File: src/rtl/sha512_dec_pkg.sv
package sha512_dec_pkg;
  typedef enum logic [1:0] {
    RES_NOMATCH = 2'b00,
    RES_EXEC    = 2'b01,
    RES_UNDEF   = 2'b10,
    RES_TRAP    = 2'b11
  } dec_result_e;

  localparam int NUM_OPS  = 4;
  localparam int OP_RND1  = 0;
  localparam int OP_RND2  = 1;
  localparam int OP_SIG1  = 2;
  localparam int OP_SIG0  = 3;

  localparam int INSN_W   = 32;
  localparam logic [INSN_W-1:0] TRI_MASK = 32'hFFE0B000;
  localparam logic [INSN_W-1:0] TRI_PAT  = 32'hCE608000;
  localparam logic [INSN_W-1:0] DUO_MASK = 32'hFFFFF000;
  localparam logic [INSN_W-1:0] DUO_PAT  = 32'hCEC08000;
endpackage

File: src/rtl/sha512_form_match.sv
module sha512_form_match
  import sha512_dec_pkg::*;
(
  input  logic [INSN_W-1:0] insn,
  output logic              hit_tri,
  output logic              hit_duo
);
  always_comb begin
    hit_tri = (insn & TRI_MASK) == TRI_PAT;
    hit_duo = (insn & DUO_MASK) == DUO_PAT;
  end
endmodule

File: src/rtl/sha512_op_select.sv
module sha512_op_select
  import sha512_dec_pkg::*;
#(
  parameter int SEL_W = 2
) (
  input  logic               hit_tri,
  input  logic               hit_duo,
  input  logic               o_bit,
  input  logic [SEL_W-1:0]   sel,
  output logic [NUM_OPS-1:0] op_raw,
  output logic               legal
);
  always_comb begin
    op_raw = '0;
    if (hit_tri && !o_bit) begin
      case (sel)
        SEL_W'(0): op_raw[OP_RND1] = 1'b1;
        SEL_W'(1): op_raw[OP_RND2] = 1'b1;
        SEL_W'(2): op_raw[OP_SIG1] = 1'b1;
        default:   op_raw = '0;
      endcase
    end else if (hit_duo && sel == '0) begin
      op_raw[OP_SIG0] = 1'b1;
    end
    legal = |op_raw;
  end

  always_comb begin
    // The two masks disagree on fixed bits, so a word cannot hit both forms.
    assert (!(hit_tri && hit_duo));
  end
endmodule

File: src/rtl/sha512_reg_fields.sv
module sha512_reg_fields #(
  parameter int IDX_W   = 5,
  parameter int NFIELDS = 3
) (
  input  logic [NFIELDS*IDX_W-1:0] raw,
  input  logic [NFIELDS-1:0]       keep,
  output logic [NFIELDS*IDX_W-1:0] idx
);
  for (genvar g = 0; g < NFIELDS; g++) begin : g_field
    assign idx[g*IDX_W +: IDX_W] = keep[g] ? raw[g*IDX_W +: IDX_W] : '0;
  end
endmodule

File: src/rtl/sha512_verdict.sv
module sha512_verdict
  import sha512_dec_pkg::*;
(
  input  logic        hit,
  input  logic        legal,
  input  logic        feat_en,
  input  logic        access_ok,
  output dec_result_e res
);
  always_comb begin
    if (!hit)                   res = RES_NOMATCH;
    else if (!legal || !feat_en) res = RES_UNDEF;
    else if (!access_ok)        res = RES_TRAP;
    else                        res = RES_EXEC;
  end
endmodule

File: src/rtl/sha512_op_decoder.sv
module sha512_op_decoder
  import sha512_dec_pkg::*;
#(
  parameter int IDX_W = 5
) (
  input  logic               clk,
  input  logic               rst,
  input  logic               in_valid,
  input  logic [31:0]        insn_word,
  input  logic               sha512_en,
  input  logic               simd_access_ok,
  output logic               out_valid,
  output logic [1:0]         out_result,
  output logic [3:0]         out_op,
  output logic [IDX_W-1:0]   out_rd,
  output logic [IDX_W-1:0]   out_rn,
  output logic [IDX_W-1:0]   out_rm
);
  localparam int NFIELDS = 3;
  localparam int RD_LSB  = 0;
  localparam int RN_LSB  = RD_LSB + IDX_W;
  localparam int RM_LSB  = 16;
  localparam int O_BIT   = 14;
  localparam int SEL_LSB = 10;
  localparam int SEL_W   = 2;

  logic               hit_tri, hit_duo, hit_any, legal;
  logic [NUM_OPS-1:0] op_raw;
  dec_result_e        res;
  logic [NFIELDS*IDX_W-1:0] idx_raw, idx_kept;
  logic [NFIELDS-1:0] keep;

  sha512_form_match u_match (
    .insn    (insn_word),
    .hit_tri (hit_tri),
    .hit_duo (hit_duo)
  );

  sha512_op_select #(.SEL_W(SEL_W)) u_sel (
    .hit_tri (hit_tri),
    .hit_duo (hit_duo),
    .o_bit   (insn_word[O_BIT]),
    .sel     (insn_word[SEL_LSB +: SEL_W]),
    .op_raw  (op_raw),
    .legal   (legal)
  );

  assign hit_any = hit_tri | hit_duo;
  assign idx_raw = {insn_word[RM_LSB +: IDX_W], insn_word[RN_LSB +: IDX_W],
                    insn_word[RD_LSB +: IDX_W]};
  assign keep    = {hit_tri, hit_any, hit_any};

  sha512_reg_fields #(.IDX_W(IDX_W), .NFIELDS(NFIELDS)) u_fields (
    .raw  (idx_raw),
    .keep (keep),
    .idx  (idx_kept)
  );

  sha512_verdict u_verdict (
    .hit       (hit_any),
    .legal     (legal),
    .feat_en   (sha512_en),
    .access_ok (simd_access_ok),
    .res       (res)
  );

  always_ff @(posedge clk) begin
    if (rst) begin
      out_valid  <= 1'b0;
      out_result <= RES_NOMATCH;
      out_op     <= '0;
      out_rd     <= '0;
      out_rn     <= '0;
      out_rm     <= '0;
    end else begin
      out_valid <= in_valid;
      if (in_valid) begin
        out_result <= res;
        out_op     <= (res == RES_EXEC || res == RES_TRAP) ? op_raw : '0;
        out_rd     <= idx_kept[0*IDX_W +: IDX_W];
        out_rn     <= idx_kept[1*IDX_W +: IDX_W];
        out_rm     <= idx_kept[2*IDX_W +: IDX_W];
      end
    end
  end

  AST_VALID_FOLLOWS: assert property (@(posedge clk) disable iff (rst)
    in_valid |=> out_valid);
  AST_IDLE_HOLDS: assert property (@(posedge clk) disable iff (rst)
    !in_valid |=> !out_valid && $stable(out_result) && $stable(out_op));
  AST_OP_ONE_WHEN_ISSUED: assert property (@(posedge clk) disable iff (rst)
    out_valid && (out_result == RES_EXEC || out_result == RES_TRAP)
      |-> $countones(out_op) == 1);
  AST_OP_ZERO_OTHERWISE: assert property (@(posedge clk) disable iff (rst)
    out_valid && (out_result == RES_UNDEF || out_result == RES_NOMATCH)
      |-> out_op == '0);
  AST_FEATURE_OFF_UNDEF: assert property (@(posedge clk) disable iff (rst)
    in_valid && !sha512_en && (hit_tri || hit_duo) |=> out_result == RES_UNDEF);
  AST_TRAP_ONLY_ENABLED: assert property (@(posedge clk) disable iff (rst)
    in_valid && (!sha512_en || simd_access_ok) |=> out_result != RES_TRAP);
  AST_NOMATCH_CLEAR: assert property (@(posedge clk) disable iff (rst)
    out_valid && out_result == RES_NOMATCH
      |-> out_rd == '0 && out_rn == '0 && out_rm == '0);
endmodule

File: config.mk
export PLATFORM = sky130hd
export DESIGN_NAME = sha512_op_decoder
export DESIGN_NICKNAME = d
export VERILOG_FILES = /design/src/rtl/sha512_dec_pkg.sv /design/src/rtl/sha512_form_match.sv /design/src/rtl/sha512_op_select.sv /design/src/rtl/sha512_reg_fields.sv /design/src/rtl/sha512_verdict.sv /design/src/rtl/sha512_op_decoder.sv
export SDC_FILE = /design/constraint.sdc
export NUM_CORES = 1
export LEC_CHECK = 0
export ABC_AREA = 1
export BUFFER_PORTS_ARGS = -buffer_cell sky130_fd_sc_hd__buf_2
export CORE_MARGIN = 2
export CORE_UTILIZATION = 40
export CTS_CLUSTER_SIZE = 28
export DETAILED_ROUTE_END_ITERATION = 12
export PLACE_DENSITY = 0.73
export SLEW_MARGIN = 20
export SYNTH_ARGS = -nofsm -noshare
export SYNTH_HDL_FRONTEND = slang
export SYNTH_SLANG_ARGS = --single-unit
File: constraint.sdc
create_clock -name clk -period 1.5 [get_ports clk]
set_input_delay 0.15 -clock clk [delete_from_list [all_inputs] [get_ports clk]]
set_output_delay 0.15 -clock clk [all_outputs]
set_load 0.02 [all_outputs]
==> Word level (Yosys, flattened, before mapping) <==
Cells that the tools add are included.
{ "word_totals": {"ff_bits": 22, "latchBits": 0, "ram_bits": 0, "mem_bits_ro": 0, "output_inout_bits": 22, "wordCells": 35, "mem_count": 0} }
{ "op_classes": {"n_addsub": 0, "n_mul": 0, "div_mod_pow": 0, "order_cmp": 0, "eq_ne": 6, "n_shift": 0, "muxes": 13, "bitwise": 1, "n_reduce_logical": 9} }
{ "op_table": {"columns": ["operator", "n"], "rows": [
  ["$eq A20 B20 Y1 const B", 1],
  ["$mux W5", 3],
  ["$eq A14 B14 Y1 const B", 1],
  ["$mux W2", 3],
  ["$mux W1", 5],
  ["$eq A2 B1 Y1 const B", 2],
  ["$eq A2 B2 Y1 const B", 2],
  ["$mux W4", 1],
  ["$reduce_or A4 Y1", 1],
  ["$logic_not A1 Y1", 3],
  ["$mux W3", 1],
  ["$logic_and A1 B1 Y1", 2],
  ["$logic_not A2 Y1", 1],
  ["$logic_or A1 B1 Y1", 2],
  ["$or A1 B1 Y1", 1]
]} }

==> Logic depth before layout (Yosys ltp) <==
Gate-level depths: netlist of run 1.
{ "logic_depth": {"depth_word": 12, "ltp_mapped": 11, "ltp_nobuf": 11} }

==> Cells and area by module <==
From an unflattened synthesis of run 1, not the netlist that was laid out.
{ "unflattened": {"hier_cells": 166, "hier_area_um2": 1107.3} }
{ "modules_own_cells": {"columns": ["mod", "n_inst", "cells_per_inst", "area_per_inst_um2", "seq_area_each_um2"], "rows": [
  ["sha512_op_decoder", 1, 94, 809.5, 440.4],
  ["sha512_reg_fields", 1, 30, 112.6, 0.0],
  ["sha512_form_match", 1, 25, 105.1, 0.0],
  ["sha512_op_select", 1, 13, 61.3, 0.0],
  ["sha512_verdict", 1, 4, 18.8, 0.0]
]} }

==> Least setup slack after synthesis of run 1 <==
No wires, ideal clock.
{ "synth_path": {"kind": "input -> register", "startpoint": "input insn_word[24]", "endpoint": "register out_rd[0]", "setup_ps": 70, "t_arrival_ps": 1083, "required_ps": 1430, "setup_slack_ps": 347, "path_stages": 10, "cell_sequence": "inv_1 -> nand2_2 -> nor2_4 -> nand2_2 -> nor2_8 -> inv_4 -> a21oi_4 -> buf_12 -> nand2_2 -> a21oi_2"} }
{ "synth_via": {"elab_chain_len": 3, "word_cells_on_any_way": 4} }
{ "synth_lines": {"columns": ["item", "line", "source"], "rows": [
  ["start: declaration", "sha512_op_decoder.sv:9", "input logic [31:0] insn_word,"],
  ["$eq A20 B20 Y1 / $eq A14 B14 Y1 (equally long branches)", "sha512_form_match.sv:10, sha512_form_match.sv:9", null],
  ["$or A1 B1 Y1 *", "sha512_op_decoder.sv:48", "assign hit_any = hit_tri | hit_duo;"],
  ["$mux W5 *", "sha512_reg_fields.sv:10", "assign idx[g*IDX_W +: IDX_W] = keep[g] ? raw[g*IDX_W +: IDX_W] : '0;"],
  ["end signal: assignment", "sha512_op_decoder.sv:80", "out_rd <= idx_kept[0*IDX_W +: IDX_W];"],
  ["end: declaration", "sha512_op_decoder.sv:15", "output logic [IDX_W-1:0] out_rd,"]
]} }
Mark *: on every way between the ends. The rest lies on a longest branch, timed or not.
A chain may end at the register's enable or synchronous reset.

==> Worst setup path after layout of run 1 <==
{ "layout_path": {"startpoint": "input insn_word[24]", "endpoint": "register out_result[1]"} }
{ "layout_via": {"elab_chain_len": 9, "word_cells_on_any_way": 13} }
{ "layout_lines": {"columns": ["item", "line", "source"], "rows": [
  ["$eq A20 B20 Y1", "sha512_form_match.sv:10", "hit_duo = (insn & DUO_MASK) == DUO_PAT;"],
  ["$logic_and A1 B1 Y1", "sha512_op_select.sv:22", "end else if (hit_duo && sel == '0) begin"],
  ["$mux W1", "sha512_op_select.sv:22", null],
  ["$mux W1", "sha512_op_select.sv:15", "if (hit_tri && !o_bit) begin"],
  ["$reduce_or A4 Y1", "sha512_op_select.sv:25", "legal = |op_raw;"],
  ["$logic_not A1 Y1", "sha512_verdict.sv:12", "else if (!legal || !feat_en) res = RES_UNDEF;"],
  ["$logic_or A1 B1 Y1", "sha512_verdict.sv:12", null],
  ["$mux W2", "sha512_verdict.sv:12", null],
  ["$mux W2 *", "sha512_verdict.sv:11", "if (!hit) res = RES_NOMATCH;"],
  ["end signal: assignment", "sha512_op_decoder.sv:78", "out_result <= res;"],
  ["end: declaration", "sha512_op_decoder.sv:13", "output logic [1:0] out_result,"]
]} }
Marked as above.

==> results of run 1 <==
-- critical path: stages --
cell and delay [ps]:
buf_2 90, inv_1 50, nand2_2 70, nor2_4 120, nand2_2 90, nor2_8 150, inv_4 50, a21oi_4 170
buf_12 160, nand2_1 60, a21oi_1 120
-- where the power goes --
part / switching [uW] / internal [uW] / total [uW]
logic: 70.9 / 47.2 / 118
clock network: 184 / 270 / 454
registers: 0.253 / 586 / 586
-- path summary, 6_finish.rpt --
check	endpoint	slack [ps]	cells after the start
min reg2reg	out_rm[1]$_SDFFE_PP0P_	470	2
max	out_result[1]$_SDFFE_PP0P_	480	11
min	out_rn[3]$_SDFFE_PP0P_	60	3
max reg2reg	out_result[1]$_SDFFE_PP0P_	880	2
-- metrics by stage --
step | setup WS, ps | instance area, um^2 | instances | power, uW | hold slack, ps
global route | 355.0 | 1475 | 233 | 1207 | 45.24
finish | 475.1 | 1475 | 233 | 1158 | 59.22
detailed placement | 130.9 | 1423 | 229 | 716.8 | 404.6
CTS | 468.1 | 1475 | 233 | 1166 | 55.16
global placement | 179.4 | 1423 | 229 | 716.1 | 402.3
floorplan | 347.2 | 1105 | 144 | 649.1 | 212.4
-- sequential cells by signal (all words and copies together), names as in the netlist --
name	cells
out_op	4
out_rd	5
out_result	2
out_rm	5
out_rn	5
out_valid	1
-- per-layer routing --
| metal | track usage, % | vias up | share of wire (%) |
|---|---|---|---|
| met3 | 3.456 | 2 | 5.4 |
| met5 | 0 | - | 0 |
| met1 | 20.37 | 523 | 44 |
| met2 | 29.07 | 26 | 50 |
| met4 | 4.762 | 0 | 0.52 |
| li1 | - | 581 | - |
-- cells in the mapped netlist, types with 2 or more instances --
cell type,number,area [um^2]
a21oi_1,11,55.05
a21oi_2,10,87.58
clkbuf_1,4,15.01
dfxtp_1,22,440.4
inv_1,11,41.29
nand2_1,30,112.6
nand2_2,13,81.33
nand3_1,11,55.05
nand4_1,5,31.28
nor2_1,14,52.55
nor2_4,2,22.52
nor3_1,2,10.01
-- final cells by class --
cell class | instances | area [um^2] | area share (%)
Clock buffer | 3 | 22.52 | 1.527
Sequential cell | 22 | 440.4 | 29.86
Timing Repair Buffer | 60 | 317.8 | 21.54
Inverter | 13 | 51.30 | 3.478
Clock inverter | 1 | 30.03 | 2.036
Multi-Input combinational cell | 103 | 574.3 | 38.93
Tap cell | 31 | 38.79 | 2.629
-- cell families (layout without fill, tap and decap cells) --
group / after synthesis / in the layout / share of synthesized area (%)
DFF: 22 / 22 / 39.86
AOI/OAI and AO/OA: 22 / 22 / 14.38
buffers and inverters: 19 / 77 / 8.153
and+or+nand+nor: 81 / 81 / 37.60
==> out/qor.csv, run 1 <==
stage;metric;value;unit
sta;timing.max_slew.rel_slack;67.91;%
worst_hold_path;hold_path.class;in -> reg;
finish;mostFrequentLayoutCells;buf_2, nand2_1, dfxtp_1;
sta;fin_worst_skew;0;ps
power_and_ir_drop;static-leakage-power;0.0006868;uW
floorplanning;floorplan.initialDensity;41.13;%
finish;final_util;54.91;%
finish;insertedDiodeCount;0;
sta;fin_crit;1025;ps
floorplanning;die_width;56.56;um
critical_path;critPathKind;in -> reg;
power_and_ir_drop;power.density_cell_area;785.0;mW/mm^2
sta;finalSetupTns;0;ps
synthesis;synth_seq_cells;22;
clock_network;cts.sinks;22;
clock_network;post-cts-setup-buffers;0;
floorplanning;die_h;56.56;um
global_routing;grt_antenna_before_repair;0;
route;routed_wirelength;2499;um
route;detailroute.via_count;1132;
clock_network;htree_num_levels;1;
global_routing;grt-ovfl-total;0;
floorplanning;io_pins;59;
run;max_cap_violations;0;
route;detail-route-antenna-nets;0;
floorplanning;placementRows;19;
outcome;run_status;complete, no violations;
synthesis;async_flop_share;0;%
clock_network;ctsResizeCount;0;
route;detail_route.wl_per_cell;10.73;um
route;detail_route.drc_violations;0;
sta;setup_viol;0;
clock_network;cts-root-to-sink-buffers;2;
finish;n_fill_cell;274;
clock_network;clockRootBuffer;clkbuf_4;
synthesis;synth_edf_count;0;
synthesis;syn-mean-instance-area;7.672;um^2
clock_network;cts.reportedPaths.clkPinSlew;130;ps
synthesis;synth_nets;181;
synthesis;synthesis.area;0.001105;mm^2
synthesis;gate_count_of_the_mapped_netlist;144;
critical_path;cp-start-kind;primary input;
clock_network;cts_buffers;3;
synthesis;synth.yosys.warnings;0;
placement;buffer_ports.inserted;58;
critical_path;startpoint_of_the_worst_slack_reg_to_reg_timing_path;out_result[1]$_SDFFE_PP0P_;
clock_network;ctsHoldBuffers;0;
sta;hold_viol;0;
critical_path;critical_path_peak_fanout;11;
finish;mostFrequentLayoutCell;buf_2;
clock_network;cts_tree;built;
placement;dpl.hpwl;1936;um
global_routing;grt_max_degree;23;
sta;tightest_slew;481.3;ps
critical_path;endpoint_kind;flip-flop;
floorplanning;die_area;0.003198;mm^2
critical_path;start_point_of_the_critical_path;insn_word[24];
route;drt-vias-per-instance;4.858;
sta;post_route_fraction_of_the_period_consumed_by_the_critical_path;68.33;%
clock_network;clk-insertion-delay-late;300;ps
synthesis;postSynth.topFlopCell;dfxtp_1;
synthesis;sequential_share_of_the_synthesized_area;39.86;%
route;drt_pre_antenna_iters;4;
finish;drive_gt1_share;46.53;%
synthesis;post_synth_num_cell_types;21;
floorplanning;core_region_area;0.002686;mm^2
global_routing;globalRouteTotalUtil;16.62;%
critical_path;worst_ep_required_time;1750;ps
finish;syn_to_final_growth;33.52;%
sta;final_max_slew_viol_count;0;
critical_path;critPathArrivalTime;1280;ps
worst_hold_path;min_from;insn_word[8];
finish;final_net_count;240;
placement;routabilityCongestion;0.7857;
global_routing;grt_first_pass_wirelength;4374;um
power_and_ir_drop;worst_ir_drop_on_vdd;0.6612;mV
global_routing;via_count_of_the_first_global_routing_pass;1108;
sta;clock.fmax;0.9757;GHz
sta;grt_setup_unrepaired;false;
route;drt_iter0_drc;22;
No activity file was read; power rests on OpenSTA's default activity.
==> inputs of run 2 (changes only) <==
- clock period: 1.5 -> 1 ns (I/O delays scaled with it)
==> out/qor.csv, run 2 (same netlist as run 1, synthesis figures left out) <==
stage;metric;value;unit
clock_network;cts.sinks;22;
finish;fin_area;0.001749;mm^2
sta;timing.max_slew.rel_slack;66.93;%
route;detail_route.wl_per_cell;13.14;um
global_routing;grt-ovfl-total;0;
route;detail_route.drc_violations;0;
finish;syn_to_final_growth;58.32;%
sta;hold_ws;26.63;ps
power_and_ir_drop;worst_ir_drop_on_vdd;1.170;mV
sta;final.setup.worst_slack;-82.18;ps
power_and_ir_drop;psw;421.2;uW
route;detailroute.via_count;1225;
sta;hold_viol;0;
global_routing;grt_first_pass_wirelength;5168;um
floorplanning;placementRows;19;
critical_path;worst_ep_required_time;1250;ps
sta;fin_worst_skew;0;ps
clock_network;clk-insertion-delay-late;300;ps
sta;setup_viol;12;
critical_path;critPathArrivalTime;1330;ps
power_and_ir_drop;pwr-share-seq;48.2;%
clock_network;clockRootBuffer;clkbuf_4;
outcome;violations_in_the_final_reports;negative setup slack;
route;routed_wirelength;3273;um
global_routing;grt_max_degree;23;
floorplanning;die_h;56.56;um
placement;dpl.hpwl;2419;um
power_and_ir_drop;power.combinational.fraction;14.6;%
finish;mostFrequentLayoutCells;buf_2, nand2_1, dfxtp_1;
global_routing;grt_antenna_before_repair;0;
sta;final_max_slew_viol_count;0;
power_and_ir_drop;netSwitchingFraction;23.10;%
sta;grt_setup_unrepaired;true;
finish;reg.largest.list;out_rd x5, out_rm x5, out_rn x5;
run;max_cap_violations;0;
placement;routabilityCongestion;0.8401;
critical_path;critical_path_peak_fanout;5;
power_and_ir_drop;intPower;1402;uW
clock_network;htree_num_levels;1;
clock_network;cts_buffers;3;
global_routing;globalRouteTotalUtil;20.34;%
floorplanning;floorplan.initialDensity;41.13;%
placement;place_ws;-368.3;ps
finish;final_util;65.11;%
power_and_ir_drop;clock_power_share;37.2;%
critical_path;cp-start-kind;primary input;
power_and_ir_drop;static-leakage-power;0.0008337;uW
clock_network;cts-root-to-sink-buffers;2;
sta;clock.fmax;0.9241;GHz
route;drt_iter0_drc;21;
outcome;run_status;finished with violations;
floorplanning;die_area;0.003198;mm^2
placement;placed_cell_area;0.001563;mm^2
clock_network;ctsHoldBuffers;0;
floorplanning;core_region_area;0.002686;mm^2
route;drt-vias-per-instance;4.920;
power_and_ir_drop;power.density_cell_area;1042;mW/mm^2
finish;mostFrequentLayoutCell;buf_2;
finish;drive_gt1_share;59.63;%
critical_path;endpoint_kind;flip-flop;
clock_network;cts_tree;built;
floorplanning;die_width;56.56;um
route;detail-route-antenna-nets;0;
placement;buffer_ports.inserted;58;
finish;final_net_count;256;
global_routing;via_count_of_the_first_global_routing_pass;1221;
sta;post_route_fraction_of_the_period_consumed_by_the_critical_path;108.2;%
route;drt_pre_antenna_iters;4;
sta;tightest_slew;496.0;ps
finish;insertedDiodeCount;0;
clock_network;cts.reportedPaths.clkPinSlew;130;ps
sta;fin_crit;1082;ps
critical_path;critPathKind;in -> reg;
worst_hold_path;hold_path.class;in -> reg;
floorplanning;io_pins;59;
## run 2: cell types whose count changed in the layout (fill, tap and decap cells not counted), sizes merged
cell,previous run,this run
clkbuf,3,4
buf,60,75
## run 2: final cells by class
class	count	area, um^2
Clock inverter	1	30.03
Fill cell	233	937.1
Inverter	13	71.32
Multi-Input combinational cell	103	674.4
Timing Repair Buffer	76	471.7
Clock buffer	3	22.52
Tap cell	31	38.79
Sequential cell	22	440.4
## run 2: repair_timing
item | CTS | global route
pin swaps | 0 | 9
gates resized for setup | 2 | 19
buffers inserted | 1 | 2
gates cloned | 0 | 1
setup endpoints to repair | 10 | 13
## run 2: stage by stage
stage | instances | power (uW) | setup TNS, ps
CTS | 246 | 1812 | -3.431
global placement | 241 | 1124 | -4356
floorplan | 144 | 988.3 | -694.5
detailed placement | 241 | 1133 | -5316
finish | 249 | 1823 | -544.9
global route | 249 | 1895 | -1272
## run 2: path summary, 6_finish.rpt
| path | startpoint | endpoint | slack (ps) | cells after the start |
|---|---|---|---|---|
| min | insn_word[9] | out_rn[4]$_SDFFE_PP0P_ | 30 | 3 |
| max reg2reg | out_rm[4]$_SDFFE_PP0P_ | out_rm[4]$_SDFFE_PP0P_ | 360 | 2 |
| min reg2reg | out_rm[1]$_SDFFE_PP0P_ | out_rm[1]$_SDFFE_PP0P_ | 470 | 2 |
| max | insn_word[24] | out_rn[3]$_SDFFE_PP0P_ | -80 | 11 |
## run 2: metal layers
layer	global-route usage [%]	up-vias	wire (um)
met5	0	-	0
met2	38.54	33	1788
met4	5.442	0	59
met1	22.46	575	1274
li1	-	611	-
met3	4.378	6	152
## run 2: power groups by stage
stage | logic, uW | clock network [uW] | registers (uW)
6_report | 267 | 678 | 879
3_3_place_gp | 226 | 0 | 898
3_5_place_dp | 235 | 0 | 899
2_1_floorplan | 87.1 | 0 | 901
5_1_grt | 289 | 727 | 880
4_1_cts | 238 | 695 | 879
## run 2: worst max-delay path, cell delays in order
cell,delay (ps)
buf_8,110
inv_12,50
nand2_8,40
nor2_4,150
nand2_2,90
nor2_4,90
nand2_2,70
a21oi_4,250
clkbuf_16,210
nand2_4,50
a21oi_2,110
==> inputs of run 3 (changes only) <==
- CORE_UTILIZATION: 40 -> 39
- PLACE_DENSITY: 0.73 -> 0.74
- clock period: 1 -> 0.9 ns (I/O delays scaled with it)
==> out/qor.csv, run 3 (same netlist as run 1, synthesis figures left out) <==
stage;metric;value;unit
clock_network;cts.reportedPaths.clkPinSlew;110;ps
floorplanning;placementRows;19;
route;drt_pre_antenna_iters;4;
floorplanning;io_pins;59;
power_and_ir_drop;pwr-share-seq;57.0;%
floorplanning;core_region_area;0.002734;mm^2
placement;buffer_ports.inserted;58;
worst_hold_path;hold_end;out_rn[1]$_SDFFE_PP0P_;
placement;dpl.hpwl;2117;um
critical_path;r2r_end;out_rm[4]$_SDFFE_PP0P_;
global_routing;grt_first_pass_wirelength;4892;um
finish;fin_area;0.001894;mm^2
sta;hold_viol;0;
clock_network;ctsHoldBuffers;0;
finish;insertedDiodeCount;0;
global_routing;via_count_of_the_first_global_routing_pass;1135;
global_routing;grt_util_met2;31.86;%
route;drt-vias-per-instance;4.888;
clock_network;cts.sinks;22;
finish;mostFrequentLayoutCell;buf_2;
route;detailroute.via_count;1227;
worst_hold_path;min_from;insn_word[6];
power_and_ir_drop;worst_ir_drop_on_vdd;1.077;mV
critical_path;timing.reg2reg.worst_path_depth;3;
worst_hold_path;hold-path-cell-count;3;
global_routing;groute.layer.met3.usage;4.535;%
sta;post_route_fraction_of_the_period_consumed_by_the_critical_path;116.8;%
power_and_ir_drop;intPower;1281;uW
route;detail_route.drc_violations;0;
power_and_ir_drop;power.density_cell_area;903.2;mW/mm^2
global_routing;use_met1;24.19;%
clock_network;clk-insertion-delay-late;290;ps
sta;finalSetupTns;-1108;ps
placement;place_ws;-427.7;ps
critical_path;startpoint_of_the_worst_slack_reg_to_reg_timing_path;out_rm[4]$_SDFFE_PP0P_;
floorplanning;die_area;0.003275;mm^2
power_and_ir_drop;clock_power_share;24.7;%
clock_network;clockRootBuffer;clkbuf_4;
critical_path;critPathKind;in -> reg;
floorplanning;floorplan.initialDensity;40.41;%
sta;clock.fmax;0.9510;GHz
finish;syn_to_final_growth;71.46;%
sta;timing.max_slew.rel_slack;82.67;%
finish;n_fill_cell;207;
global_routing;globalRouteTotalUtil;18.76;%
power_and_ir_drop;power.combinational.fraction;18.3;%
finish;mostFrequentLayoutCells;buf_2, nand2_1, buf_6;
critical_path;regToRegSetupSlack;210;ps
worst_hold_path;hold_path.class;in -> reg;
sta;fin_crit;1052;ps
global_routing;grt_antenna_before_repair;0;
power_and_ir_drop;netSwitchingFraction;25.11;%
sta;tightest_slew;257.8;ps
floorplanning;die_width;57.23;um
route;detail_route.wl_per_cell;12.06;um
critical_path;critical_path_peak_fanout;5;
clock_network;cts_tree;built;
placement;dp_cells;242;
route;routed_wirelength;3026;um
critical_path;worst_ep_required_time;1140;ps
sta;setup_viol;13;
sta;fin_worst_skew;0;ps
sta;final.setup.worst_slack;-151.5;ps
critical_path;endpoint_kind;flip-flop;
outcome;run_status;finished with violations;
clock_network;cts_buffers;3;
outcome;violations_in_the_final_reports;negative setup slack;
run;max_cap_violations;0;
placement;routabilityCongestion;0.7591;
global_routing;grt_max_degree;23;
clock_network;cts-root-to-sink-buffers;2;
floorplanning;die_h;57.23;um
power_and_ir_drop;static-leakage-power;0.0008601;uW
global_routing;most_crowded_layer_after_global_routing;met2;
sta;final_max_slew_viol_count;0;
finish;final_util;69.29;%
placement;placed_cell_area;0.001595;mm^2
finish;final_non_filler_cell_total;251;
critical_path;critPathArrivalTime;1290;ps
global_routing;grt-ovfl-total;0;
route;drt_iter0_drc;23;
route;detail-route-antenna-nets;0;
finish;reg.largest.list;out_rd x5, out_rm x5, out_rn x5;
finish;final_net_count;259;
power_and_ir_drop;psw;429.5;uW
critical_path;cp-start-kind;primary input;
sta;grt_setup_unrepaired;true;
clock_network;htree_num_levels;1;
finish;drive_gt1_share;68.64;%
run 3: cell types whose count changed in the layout (fill, tap and decap cells not counted), moves of 3 or more:
| cell | change |
|---|---|
| dfxtp_2 | +19 |
| dfxtp_1 | -19 |
| buf_2 | -23 |
| buf_4 | +4 |
| buf_6 | +21 |
| nand2_2 | +3 |
run 3: how the worst max path moves through the flow:
| stage | start | to | slack, ps | cells after the start |
|---|---|---|---|---|
| final | insn_word[24] | out_rd[3]$_SDFFE_PP0P_ | -150 | 12 |
| after global routing | insn_word[24] | out_rd[3]$_SDFFE_PP0P_ | -190 | 12 |
| after CTS | insn_word[24] | out_rd[4]$_SDFFE_PP0P_ | -110 | 12 |
| after detailed placement | insn_word[24] | out_rd[0]$_SDFFE_PP0P_ | -430 | 11 |
| after global placement | insn_word[24] | out_rn[0]$_SDFFE_PP0P_ | -400 | 11 |
| after floorplan | insn_word[24] | out_rd[1]$_SDFFE_PP0P_ | -170 | 10 |
run 3: through the flow:
step                total power, uW  hold WS, ps
CTS                            1707        16.94
detailed placement             1276        342.7
global route                   1798     -0.06645
floorplan                      1099        152.4
global placement               1275        341.2
finish                         1711        15.63
run 3: power by group through the flow:
stage	clock [uW]	sequential, uW	combinational (uW)
floorplan	0	1000	97.9
global placement	0	998	276
detailed placement	0	998	278
CTS	435	976	296
global route	482	976	340
finish	423	975	313
run 3: critical path: stages:
cell and delay [ps]:
buf_8 110, inv_12 40, nand2_4 40, nor2_4 140
nand2_2 80, nor2_4 120, nand2_2 70, a21oi_4 180
buf_6 130, buf_12 110, nand2_2 50, a21oi_2 120
run 3: what timing repair did:
action,CTS,global route
endpoints found under the setup margin,21,36
resized for setup,21,61
pin swaps,1,9
hold endpoints to repair,0,0
cloned,1,0
setup buffers,3,3
run 3: cell type report:
class | count | area (um^2) | share of cell area, %
inverters | 13 | 71.32 | 3.765
multi-input cells | 103 | 659.4 | 34.81
flip-flops and latches | 22 | 464.2 | 24.50
repair buffers | 79 | 638.1 | 33.69
well taps | 31 | 38.79 | 2.048
clock buffers | 3 | 22.52 | 1.189
run 3: per-layer routing:
metal / wire, um / up-vias
met1: 1277 / 576
met2: 1585 / 23
met5: 0 / -
li1: - / 624
met4: 38 / 0
met3: 125 / 4
